--- src/rtl/spec_taint_tracker.sv ---
module spec_taint_tracker #(
  parameter int NPREG = 128,
  parameter int NSRC  = 3,
  parameter int NDST  = 2,
  parameter int NTAG  = 64,
  parameter int CNTW  = 16,
  localparam int PW   = $clog2(NPREG),
  localparam int TW   = $clog2(NTAG)
) (
  input  logic              clk,
  input  logic              rst_n,
  input  logic              mode_i,
  input  logic              flush_i,
  input  logic              alloc_valid_i,
  input  logic [TW-1:0]     alloc_tag_i,
  input  logic              ld_valid_i,
  input  logic [TW-1:0]     ld_tag_i,
  input  logic              ld_unsafe_i,
  input  logic              ld_was_ready_i,
  input  logic              ld_need_pf_i,
  input  logic [NSRC-1:0]   ld_src_vld_i,
  input  logic [NSRC*PW-1:0] ld_src_idx_i,
  input  logic [NDST-1:0]   ld_dst_vld_i,
  input  logic [NDST*PW-1:0] ld_dst_idx_i,
  output logic              ld_ready_o,
  output logic              ld_err_o,
  output logic              ld_src_taint_o,
  input  logic              clr_valid_i,
  input  logic [TW-1:0]     clr_tag_i,
  input  logic              clr_br_resolved_i,
  input  logic [NDST-1:0]   clr_dst_vld_i,
  input  logic [NDST*PW-1:0] clr_dst_idx_i,
  output logic [CNTW-1:0]   vld_cnt_o
);

  logic             mode_q;
  logic [NPREG-1:0] taint_q, set_mask, clr_mask;
  logic [NTAG-1:0]  flag_q;
  logic             src_hit, unsafe_ld, track_ld, clr_go, cnt_inc;

  always_comb begin
    src_hit = 1'b0;
    for (int s = 0; s < NSRC; s++)
      if (ld_src_vld_i[s]) src_hit = src_hit | taint_q[ld_src_idx_i[s*PW +: PW]];
  end

  assign unsafe_ld      = ld_valid_i && ld_unsafe_i;
  assign track_ld       = unsafe_ld && mode_q;
  assign clr_go         = clr_valid_i && clr_br_resolved_i && flag_q[clr_tag_i];
  assign ld_src_taint_o = src_hit;
  assign ld_err_o       = unsafe_ld && !mode_q && ld_was_ready_i;
  assign ld_ready_o     = ld_valid_i && (!ld_unsafe_i || (mode_q && !src_hit));
  assign cnt_inc        = track_ld && !src_hit && !ld_was_ready_i && ld_need_pf_i;

  always_comb begin
    set_mask = '0;
    clr_mask = '0;
    for (int d = 0; d < NDST; d++) begin
      if (track_ld && ld_dst_vld_i[d]) set_mask[ld_dst_idx_i[d*PW +: PW]] = 1'b1;
      if (clr_go && clr_dst_vld_i[d])  clr_mask[clr_dst_idx_i[d*PW +: PW]] = 1'b1;
    end
  end

  always_ff @(posedge clk) begin
    if (!rst_n) begin
      mode_q    <= 1'b0;
      taint_q   <= '0;
      flag_q    <= '0;
      vld_cnt_o <= '0;
    end else begin
      mode_q  <= mode_i;
      taint_q <= flush_i ? '0 : ((taint_q & ~clr_mask) | set_mask);
      if (alloc_valid_i) flag_q[alloc_tag_i] <= 1'b0;
      if (track_ld)      flag_q[ld_tag_i]    <= 1'b1;
      if (cnt_inc)       vld_cnt_o <= vld_cnt_o + 1'b1;
    end
  end

endmodule

--- config.mk ---
export PLATFORM = sky130hd
export DESIGN_NAME = spec_taint_tracker
export DESIGN_NICKNAME = d
export VERILOG_FILES = /design/src/rtl/spec_taint_tracker.sv
export SDC_FILE = /design/constraint.sdc
export NUM_CORES = 1
export LEC_CHECK = 0
export BUFFER_PORTS_ARGS = -buffer_cell sky130_fd_sc_hd__buf_2
export CAP_MARGIN = 20
export CELL_PAD_IN_SITES_DETAIL_PLACEMENT = 1
export CELL_PAD_IN_SITES_GLOBAL_PLACEMENT = 2
export CORE_MARGIN = 3
export CORE_UTILIZATION = 41
export CTS_CLUSTER_SIZE = 14
export DETAILED_ROUTE_END_ITERATION = 6
export MAX_ROUTING_LAYER = met4
export PLACE_DENSITY = 0.84
export SYNTH_ARGS = -nofsm -noshare
export SYNTH_HDL_FRONTEND = slang
export SYNTH_SLANG_ARGS = --single-unit
export TNS_END_PERCENT = 5
--- constraint.sdc ---
create_clock -name clk -period 6.2 [get_ports clk]
set_input_delay 0.93 -clock clk [delete_from_list [all_inputs] [get_ports clk]]
set_output_delay 0.93 -clock clk [all_outputs]
set_load 0.05 [all_outputs]
Word level (Yosys, flattened, before mapping) --
Index checks and enable logic that the tools add are counted.
Word-level totals: bits in registers 209, output and inout port bits 19
Operators by class: $add $sub $neg 1, order comparisons 16, mux-type cells 30, bitwise operators 11, reduce and logical (&&, ||, !) cells 27
Operators with widths (number):
- two-way mux 128 bit | 4
- OR 128 bit | 3
- two-way mux 64 bit | 3
- bitwise AND 128 bit | 1
- inverter 128 bit | 1
- bitwise AND 64 bit | 1
- inverter 64 bit | 1
- OR 64 bit | 1
- less-than comparator 7 x 8 -> 1 bit, second input constant | 7
- demux 1 bit (select 7 bit) | 4
- >= comparator 7 x 1 -> 1 bit, second input constant | 4
- binary-select mux 1 bit (select 7 bit) | 3
- logical AND 1 bit | 21
- less-than comparator 6 x 7 -> 1 bit, second input constant | 3
- adder 16 x 1 -> 16 bit, second input constant | 1
- two-way mux 1 bit | 13
- demux 1 bit (select 6 bit) | 2
- >= comparator 6 x 1 -> 1 bit, second input constant | 2
- binary-select mux 1 bit (select 6 bit) | 1
- logical NOT 1 bit | 4
- OR 1 bit | 2
- OR reduction 2 bit | 1
- logical OR 1 bit | 1
- inverter 1 bit | 1

Longest topological paths before layout --
Gate-level depths: netlist of run 1.
depth after elaboration 11, gate-level depth with buffers 13, depth with buffers taken out 9

Worst setup path after synthesis of run 1 --
Ideal clock, no wire load.
path type input-to-output, start input ld_src_idx_i[16], end output ld_ready_o, arrival time 4.575 ns, data required time 5.270 ns, slack 0.695 ns, cell stages on the path 13, cell sequence clkbuf_1 > buf_2 > buf_1 > mux4_2 > mux2_2 > nand3_1 > o21ai_0 > nor4_1 > and4b_1 > and2_0 > clkbuf_1 > nand2_1 > a21boi_0
Between the ends: longest elaborated chain between the ends 8
RTL lines:
- start: declaration | line 22 | input logic [NSRC*PW-1:0] ld_src_idx_i,
- binary-select mux 1 bit (select 7 bit) | line 44 | if (ld_src_vld_i[s]) src_hit = src_hit | taint_q[ld_src_idx_i[s*PW +: PW]];
- two-way mux 1 bit (implied by the code) | line 44
- OR 1 bit | line 44
- two-way mux 1 bit | line 44
- logical NOT 1 bit | line 52 | assign ld_ready_o = ld_valid_i && (!ld_unsafe_i || (mode_q && !src_hit));
- logical AND 1 bit | line 52
- logical OR 1 bit | line 52
- logical AND 1 bit | line 52
- end: declaration | line 25 | output logic ld_ready_o,
Every way passes these cells. The select of a mux whose other input is x is not followed.

Final worst setup path of run 1 --
start input ld_src_idx_i[9], end output ld_ready_o
Between the ends: longest elaborated chain between the ends 10
RTL lines (line):
- binary-select mux 1 bit (select 7 bit) * | 44
- two-way mux 1 bit (implied by the code) * | 44
- OR 1 bit * | 44
- two-way mux 1 bit * | 44
- OR 1 bit | 44
- two-way mux 1 bit * | 44
- logical NOT 1 bit * | 52
- logical AND 1 bit * | 52
- logical OR 1 bit * | 52
- logical AND 1 bit * | 52
Mark *: on every way between the ends. The rest lies on a longest branch, timed or not. The select of a mux whose other input is x is not followed.

==> qor.csv, run 1 <==
stage;metric;value;unit
yosys;synth_top_flop_cell;dfxtp_1;
yosys;synth_cells;1639;
global_route;grt_start_max_net_pins;79;
routing;wl;64100;µm
worst_hold_path;worstHoldStart;flag_q[60]$_SDFF_PN0_;
critical_path;crit_start;ld_src_idx_i[9];
routing;wl_per_cell;30.1;µm
worst_hold_path;holdPathEnd;flag_q[60]$_SDFF_PN0_;
critical_path;reg2reg_slack;2.62;ns
cells_and_area;n_fill_cell;3953;
yosys;yosys_warnings;0;
global_route;grt_pass1_vias;14910;
worst_hold_path;worstHoldPathCells;2;
timing;clock_skew;0.0137;ns
yosys;yosys.cell_types.count;54;
routing;dr.pass1.iters;5;
floorplan;core_area;33600;µm²
timing;hold_violations;0;
global_route;track_usage;35.4;%
clock_network;cts_tree;done;
power_and_ir_drop;max-vdd-ir-drop;0.000169;V
yosys;ys_seq_area_share;29.9;%
critical_path;reg2reg_depth;8;
timing;finalSetupTns;0;ns
timing;max_freq;0.186;GHz
critical_path;max_stage_delay;0.73;ns
critical_path;worstPathMaxFanout;38;
timing;relSlewSlack;18.6;%
timing;period_share;86.9;%
place;globalplace.congestion;0.979;
critical_path;arrival;4.46;ns
floorplan;start_util;41.6;%
cells_and_area;syn_to_final_growth;11.7;%
status;status;finished, final reports clean;
yosys;synthTopCellsByArea;dfxtp_1, mux4_2, o22ai_1;
global_route;grt_pass1_wl;95300;µm
critical_path;end_kind;primary output;
floorplan;die_w;191;µm
critical_path;start_kind;primary input;
yosys;synth_top_area_cell;dfxtp_1;
cells_and_area;nNetsFinal;1748;
place;dpl.hpwl;44900;µm
cells_and_area;final_cell_area;15600;µm²
worst_hold_path;hold_class;register to register;
timing;drv_slew;0;
clock_network;cts-htree-levels;1;
routing;drt_iter0_drc;2103;
clock_network;root_buffer;clkbuf_16;
yosys;synthesis.nets;1725;
clock_network;cts_resized;0;
yosys;synth_area;14000;µm²
floorplan;die_h;191;µm
routing;drcViolationCount;0;
timing;worst_pin_slew;1.22;ns
yosys;syn_area_per_cell;8.54;µm²
power_and_ir_drop;finalPower;3.13;mW
critical_path;crit_type;primary input to primary output;
routing;num_vias;15023;
clock_network;cts.clk_slew.worst_paths;0.06;ns
clock_network;post_cts_buffers;0;
clock_network;cts.sinks;209;
critical_path;rr_startpoint;flag_q[58]$_SDFF_PN0_;
yosys;yosysMostFrequentCell;nand2_1;
cells_and_area;drive_gt1_share;19.1;%
timing;rsz0062_at_grt;no;
critical_path;crit_slowest_cell;buf_2;
routing;ant_nets;0;
critical_path;cpMostUsedCell;buf_2;
yosys;synth_edf_count;0;
global_route;antenna_found_initial;2;
yosys;ys_seq_elements;209;
floorplan;rows;67;
place;port_buffers;103;
yosys;async_flop_share;0;%
timing;setup_viol;0;
critical_path;critPathRequiredTime;5.27;ns
critical_path;path_cells;buf_2 -> mux4_2 -> nor2_1 -> a311oi_1 -> a221oi_1 -> o32ai_1 -> and4b_1 -> and2_0 -> nand2_1 -> a21boi_0 -> buf_2;
global_route;grt-ovfl-total;0;
yosys;synth_top_area_share;29.9;%
clock_network;cts_buffers;25;
floorplan;die-area;36400;µm²
timing;whs;0.474;ns
power_and_ir_drop;pwr_density_cell;200;nW/µm²
clock_network;holdBufCountCts;0;
routing;viasPerCell;7.06;
timing;min_period;5.39;ns
critical_path;r2r-end;taint_q[64]$_SDFF_PP0_;
clock_network;clk_latency;0.54;ns
place;placed_area;14800;µm²
floorplan;boundaryPins;104;
yosys;synth_commonest_cells;nand2_1, o22ai_1, dfxtp_1, a22oi_1, mux4_2;
power_and_ir_drop;leakagePower;4.81;nW
clock_network;cts_buffer_depth;3;
flow_run;drv_cap;0;
==> area by class of cell <==
cell class | instances | area [µm²] | share of cell area [%]
multi-input combinational | 1281 | 9300 | 59.5
sequential | 209 | 4180 | 26.8
timing repair buffer | 134 | 754 | 4.82
clock buffer | 37 | 731 | 4.67
tap | 448 | 561 | 3.58
clock inverter | 7 | 63.8 | 0.408
inverter | 11 | 41.3 | 0.264
antenna | 2 | 5.00 | 0.0320
==> critical path, delay by kind of cell <==
family                 cells  cell delay [ns]
AND/OR/NAND/NOR            4             1.13
multiplexers               1             0.60
buffers and inverters      2             1.01
AO/OA/AOI/OAI              4             0.75
==> sequential cells by signal, indices dropped and copies added (netlist names) <==
name,count
flag_q,64
mode_q,1
taint_q,128
vld_cnt_o,16
==> through the flow <==
| stage | instances | worst slack [ns] | util, % |
|---|---|---|---|
| 2_1_floorplan | 1639 | 0.695 | - |
| 3_3_place_gp | 2078 | 0.894 | 44.0 |
| 3_5_place_dp | 2080 | 0.885 | 44.1 |
| 4_1_cts | 2124 | 0.874 | 46.4 |
| 5_1_grt | 2129 | 0.552 | 46.5 |
| 6_report | 2129 | 0.814 | 46.5 |
==> routing by layer <==
metal | GRT usage [%] | up-vias | wire (µm)
li1 | - | 6416 | -
met1 | 45.9 | 7453 | 24600
met2 | 54.2 | 958 | 29000
met3 | 7.19 | 196 | 7360
met4 | 14.8 | 0 | 3090
met5 | - | - | 0
==> power by group <==
group          leakage [nW]  total, mW  switching [mW]  internal [mW]
sequential             1.68       1.34         0.00103           1.34
combinational          2.73      0.324           0.231         0.0925
clock                 0.397       1.46           0.611          0.853
total                  4.81       3.13           0.844           2.29
==> logic make-up after synthesis <==
kind of cell    Yosys count  share of synthesized area (%)
compound gates          559                           25.6
xor+xnor                 10                          0.626
fa+ha+maj                 1                         0.0894
buf+inv                 149                           4.32
flops                   209                           29.9
mux                     158                           21.1
simple gates            553                           18.4
==> placed cells by master, fill, tap and decap left out, types with 29 or more instances in the layout <==
master / n
o22ai_1: 219
a21oi_1: 87
dfxtp_1: 209
nand2b_1: 29
mux2i_1: 34
a22oi_1: 126
buf_2: 105
nand3_1: 31
mux4_2: 108
nand2_1: 270
nor2_1: 71
nor3_1: 30
o21ai_0: 70
==> worst max path at each step <==
stage / end / slack (ns)
final: ld_ready_o / 0.81
after global placement: ld_ready_o / 0.89
after detailed placement: ld_ready_o / 0.88
after floorplan: ld_ready_o / 0.70
after CTS: ld_ready_o / 0.87
after global routing: ld_ready_o / 0.55
Note: power is estimated with default switching activity, not from simulation.
==> inputs of run 2 (changes only) <==
Settings changed: MAX_ROUTING_LAYER met4 to unset.
==> qor.csv, run 2 (synthesized netlist as in run 1, its figures left out) <==
stage;metric;value;unit;change
status;status;finished, final reports clean;;
routing;ant_nets;0;;unchanged
clock_network;cts.clk_slew.worst_paths;0.06;ns;about the same
cells_and_area;n_fill_cell;3997;;+1.1%
clock_network;cts_buffer_depth;3;;unchanged
critical_path;crit_slowest_cell;buf_2;;
global_route;grt_pass1_wl;93800;µm;-1.5%
floorplan;start_util;41.6;%;unchanged
clock_network;cts_tree;done;;
clock_network;post_cts_buffers;0;;unchanged
power_and_ir_drop;p_clk_share;46.7;%;about the same
power_and_ir_drop;switching_share;27.0;%;+0.11 points
critical_path;worstPathMaxFanout;38;;unchanged
cells_and_area;drive_gt1_share;19.3;%;+0.17 points
power_and_ir_drop;max-vdd-ir-drop;0.000186;V;+10%
routing;drt_iter0_drc;1982;;-5.8%
clock_network;cts.sinks;209;;unchanged
timing;min_period;5.37;ns;-0.0119 ns
cells_and_area;mostFrequentLayoutCells;nand2_1, o22ai_1, dfxtp_1, a22oi_1, mux4_2;;
cells_and_area;largest_reg_flops;128;;unchanged
critical_path;crit_type;primary input to primary output;;
global_route;grt_start_max_net_pins;75;;-5.1%
timing;finalSetupTns;0;ns;unchanged
power_and_ir_drop;pwr_density_cell;200;nW/µm²;-0.19%
global_route;track_usage;33.8;%;-1.6 points
flow_run;drv_cap;0;;unchanged
timing;hold_violations;0;;unchanged
clock_network;root_buffer;clkbuf_16;;
cells_and_area;largest-register;taint_q;;
routing;drcViolationCount;0;;unchanged
critical_path;path_cells;buf_2 -> mux4_2 -> nor2_1 -> a311oi_1 -> a221oi_1 -> o32ai_1 -> and4b_1 -> and2_0 -> nand2_1 -> a21boi_0 -> buf_2;;
floorplan;rows;67;;unchanged
floorplan;die_h;191;µm;unchanged
global_route;grt_pass1_vias;14952;;+0.28%
routing;viasPerCell;7.04;;-0.22%
clock_network;cts_buffers;25;;unchanged
timing;rsz0062_at_grt;no;;
critical_path;end_kind;primary output;;
floorplan;boundaryPins;104;;unchanged
global_route;grt-ovfl-total;0;;unchanged
timing;drv_slew;0;;unchanged
timing;worst_pin_slew;1.25;ns;+0.0304 ns
critical_path;critPathRequiredTime;5.27;ns;about the same
power_and_ir_drop;intPower;2.28;mW;-0.26%
worst_hold_path;hold_class;register to register;;
power_and_ir_drop;p_sw;846;µW;+0.30%
power_and_ir_drop;pwr-share-seq;43.0;%;about the same
critical_path;cpMostUsedCell;buf_2;;
routing;wl;63300;µm;-1.2%
routing;wl_per_cell;29.8;µm;-1.1%
floorplan;die-area;36400;µm²;unchanged
cells_and_area;syn_to_final_growth;11.8;%;about the same
cells_and_area;layout_commonest_cell;nand2_1;;
routing;dr.pass1.iters;5;;unchanged
place;port_buffers;103;;unchanged
floorplan;core_area;33600;µm²;unchanged
power_and_ir_drop;pwr-share-comb;10.3;%;about the same
timing;relSlewSlack;16.8;%;-1.9 points
cells_and_area;top_regs;taint_q x128, flag_q x64, vld_cnt_o x16;;
global_route;antenna_found_initial;3;;+1
cells_and_area;antenna_cells;0;;-2
critical_path;reg2reg_slack;2.82;ns;+0.20 ns
floorplan;die_w;191;µm;unchanged
critical_path;max_stage_delay;0.74;ns;about the same
clock_network;holdBufCountCts;0;;unchanged
clock_network;clk_latency;0.55;ns;about the same
place;dpl.hpwl;44200;µm;-1.6%
cells_and_area;nNetsFinal;1747;;-0.057%
timing;whs;0.476;ns;+0.00171 ns
timing;clock_skew;0.0215;ns;+0.00785 ns
timing;setup_viol;0;;unchanged
critical_path;start_kind;primary input;;
critical_path;arrival;4.44;ns;-0.02 ns
place;globalplace.congestion;0.959;;-2.0%
clock_network;cts_resized;0;;unchanged
routing;num_vias;14983;;-0.27%
clock_network;cts-htree-levels;1;;unchanged
timing;period_share;86.7;%;-0.19 points
timing;max_freq;0.186;GHz;+0.22%
power_and_ir_drop;leakagePower;4.82;nW;+0.22%
## run 2: cell count changes in the layout (fill, tap and decap cells not counted)
| cell | change |
|---|---|
| clkbuf_8 | +3 |
| clkbuf_1 | -2 |
| clkinv_2 | +2 |
| buf_6 | -1 |
| diode_2 | -2 |
| bufinv_16 | -1 |
| buf_4 | -2 |
| buf_8 | +2 |
## run 2: per-stage QoR
stage / util (%) / total power, mW / setup slack, ns / cells / area, µm²
2_1_floorplan: - / 1.57 / 0.695 / 1639 / 14000
5_1_grt: 46.6 / 3.22 / 0.553 / 2128 / 15700
3_5_place_dp: 44.1 / 1.69 / 0.849 / 2081 / 14800
6_report: 46.6 / 3.13 / 0.826 / 2128 / 15700
3_3_place_gp: 44.0 / 1.69 / 0.937 / 2076 / 14800
4_1_cts: 46.5 / 3.14 / 0.825 / 2127 / 15600
## run 2: final cells by class
cell class                 instances  area, µm²  share of cell area [%]
multi-input combinational       1281       9300                    59.4
sequential                       209       4180                    26.7
clock buffer                      38        764                    4.88
timing repair buffer             133        758                    4.84
tap                              448        561                    3.58
clock inverter                     8       43.8                   0.280
inverter                          11       41.3                   0.264
## run 2: final timing paths
kind / startpoint / to / cells past startpoint
max reg2reg: flag_q[14]$_SDFF_PN0_ / taint_q[48]$_SDFF_PP0_ / 8
max: ld_src_idx_i[9] / ld_ready_o / 11
min: flag_q[56]$_SDFF_PN0_ / flag_q[56]$_SDFF_PN0_ / 2
min reg2reg: flag_q[56]$_SDFF_PN0_ / flag_q[56]$_SDFF_PN0_ / 2
## run 2: worst max-delay path: cells and delay by family
kind / cells / cell delay [ns]
simple gates: 4 / 1.14
mux: 1 / 0.61
buf+inv: 2 / 1.03
compound gates: 4 / 0.72
## run 2: power by group through the flow
| stage | sequential [mW] | clock, mW | combinational (mW) |
|---|---|---|---|
| floorplan | 1.37 | 0 | 0.195 |
| global placement | 1.37 | 0 | 0.313 |
| detailed placement | 1.37 | 0 | 0.318 |
| CTS | 1.34 | 1.47 | 0.319 |
| global route | 1.34 | 1.53 | 0.342 |
| finish | 1.34 | 1.46 | 0.323 |
## run 2: metal layers
layer / track usage, % / wire (µm)
met5: 0 / 35
met4: 14.4 / 2910
met3: 7.28 / 7050
met2: 53.9 / 28900
met1: 44.6 / 24500
==> inputs of run 3 (changes only) <==
Settings changed: BUFFER_PORTS_ARGS -buffer_cell sky130_fd_sc_hd__buf_2 to unset, CORE_UTILIZATION 41 to 36, DONT_BUFFER_PORTS set to 1, PLACE_DENSITY 0.84 to 0.74.
Clock period 6.2 ns to 4.9 ns, I/O delays scaled along.
==> qor.csv, run 3 (synthesized netlist as in run 1, its figures left out) <==
stage;metric;value;unit;change
clock_network;post_cts_buffers;0;;unchanged
cells_and_area;top_regs;taint_q x128, flag_q x64, vld_cnt_o x16;;
cells_and_area;syn_to_final_growth;8.64;%;
clock_network;cts_buffer_depth;3;;unchanged
critical_path;crit_start;taint_q[98]$_SDFF_PP0_;;
timing;min_period;4.34;ns;
critical_path;worstPathMaxFanout;11;;-71%
routing;drcViolationCount;0;;unchanged
clock_network;cts_tree;done;;
clock_network;cts.clk_slew.worst_paths;0.06;ns;about the same
routing;wl;65300;µm;+3.1%
critical_path;rr_startpoint;flag_q[63]$_SDFF_PN0_;;
timing;worst_pin_slew;1.14;ns;-0.106 ns
routing;viasPerCell;6.83;;-3.0%
critical_path;critPathRequiredTime;4.16;ns;-1.11 ns
floorplan;boundaryPins;104;;unchanged
routing;wl_per_cell;31.2;µm;+4.9%
critical_path;endpoint;ld_ready_o;;
power_and_ir_drop;pwr_density_cell;253;nW/µm²;+27%
place;dpl.hpwl;45500;µm;+2.9%
timing;finalSetupTns;0;ns;unchanged
cells_and_area;nNetsFinal;1649;;-5.6%
cells_and_area;largest-register;taint_q;;
cells_and_area;antenna_cells;0;;unchanged
floorplan;core_area;38000;µm²;+13%
critical_path;arrival;3.61;ns;-0.83 ns
critical_path;cp_num_buf_inv;1;;-1
cells_and_area;drive_gt1_share;14.0;%;-5.3 points
floorplan;start_util;36.8;%;-4.8 points
timing;whs;0.328;ns;-0.148 ns
critical_path;max_stage_delay;0.69;ns;-0.05 ns
routing;drt_iter0_drc;1473;;-26%
clock_network;cts_resized;0;;unchanged
timing;drv_slew;0;;unchanged
timing;period_share;88.7;%;
power_and_ir_drop;max-vdd-ir-drop;0.000213;V;+15%
critical_path;reg2reg_depth;8;;unchanged
floorplan;rows;71;;+6.0%
floorplan;die_h;203;µm;+6.5%
floorplan;die_w;203;µm;+6.5%
routing;ant_nets;0;;unchanged
routing;num_vias;14293;;-4.6%
clock_network;clk_latency;0.53;ns;-0.02 ns
critical_path;crit_slowest_cell;and4b_1;;
clock_network;cts-htree-levels;1;;unchanged
global_route;grt-ovfl-total;0;;unchanged
status;status;finished, final reports clean;;
clock_network;holdBufCountCts;0;;unchanged
place;port_buffers;0;;-100%
flow_run;drv_cap;0;;unchanged
place;globalplace.congestion;0.930;;-3.0%
critical_path;reg2reg_slack;1.64;ns;-1.18 ns
critical_path;r2r-end;taint_q[64]$_SDFF_PP0_;;
timing;setup_ws;0.555;ns;-0.271 ns
floorplan;die-area;41300;µm²;+13%
power_and_ir_drop;finalPower;3.85;mW;+23%
critical_path;critPathTopFamily;simple AND/OR/NAND/NOR gates;;
clock_network;root_buffer;clkbuf_16;;
critical_path;path_cells;mux4_2 -> mux2i_1 -> o22ai_1 -> a221oi_1 -> o32ai_1 -> and4b_1 -> and2_0 -> nand2_1 -> a21boi_1 -> buf_4;;
critical_path;worst-path-stages;10;;-1
timing;relSlewSlack;23.9;%;+7.1 points
global_route;antenna_found_initial;0;;-3
global_route;track_usage;30.6;%;-3.3 points
timing;hold_violations;0;;unchanged
timing;setup_viol;0;;unchanged
critical_path;end_kind;primary output;;
place;post-place-ws;0.689;ns;-0.161 ns
global_route;grt_start_max_net_pins;91;;+21%
routing;dr.pass1.iters;6;;+1
cells_and_area;mostFrequentLayoutCells;nand2_1, o22ai_1, dfxtp_1, a22oi_1, mux4_2;;
global_route;grt_pass1_wl;96200;µm;+2.5%
power_and_ir_drop;leakagePower;4.42;nW;-8.5%
timing;max_freq;0.230;GHz;
cells_and_area;largest_reg_flops;128;;unchanged
timing;rsz0062_at_grt;no;;
timing;clock_skew;0.0129;ns;-0.00866 ns
clock_network;cts_buffers;25;;unchanged
critical_path;start_kind;register;;
cells_and_area;layout_commonest_cell;nand2_1;;
clock_network;cts.sinks;209;;unchanged
critical_path;crit_type;register to primary output;;
worst_hold_path;hold_class;primary input to register;;
global_route;grt_pass1_vias;14624;;-2.2%
## run 3: metal layers
| layer | GRT usage (%) | vias to the layer above | share of wire (%) |
|---|---|---|---|
| li1 | - | 6226 | - |
| met5 | 0 | - | 0 |
| met3 | 8.84 | 158 | 11 |
| met2 | 47.7 | 775 | 45 |
| met1 | 39.8 | 7134 | 39 |
| met4 | 12.8 | 0 | 4.5 |
## run 3: how the worst min path moves through the flow
stage / start / cells after the start / end
after floorplan: flag_q[62]$_SDFF_PN0_ / 2 / flag_q[62]$_SDFF_PN0_
after global placement: flag_q[1]$_SDFF_PN0_ / 2 / flag_q[1]$_SDFF_PN0_
after detailed placement: flag_q[12]$_SDFF_PN0_ / 2 / flag_q[12]$_SDFF_PN0_
after CTS: rst_n / 1 / mode_q$_SDFF_PN0_
after global routing: rst_n / 1 / mode_q$_SDFF_PN0_
final: rst_n / 1 / mode_q$_SDFF_PN0_
## run 3: area by class of cell
type | instances | area [µm²]
fillers | 4494 | 22800
multi-input cells | 1281 | 9250
flip-flops and latches | 209 | 4180
clock buffers | 33 | 726
well taps | 511 | 639
repair buffers | 35 | 278
clock inverters | 12 | 88.8
inverters | 11 | 41.3
## run 3: power by group
part	leakage [nW]	total (mW)	internal (mW)	switching [mW]
clock network	0.417	1.88	1.09	0.794
logic	2.32	0.268	0.0949	0.173
registers	1.68	1.70	1.70	0.00166
## run 3: metrics by stage
step	instances	utilization, %	instance area [µm²]
floorplan	1639	-	14000
global placement	2044	37.8	14400
finish	2092	40.0	15200
detailed placement	2046	37.9	14400
global route	2092	40.0	15200
CTS	2091	40.0	15200
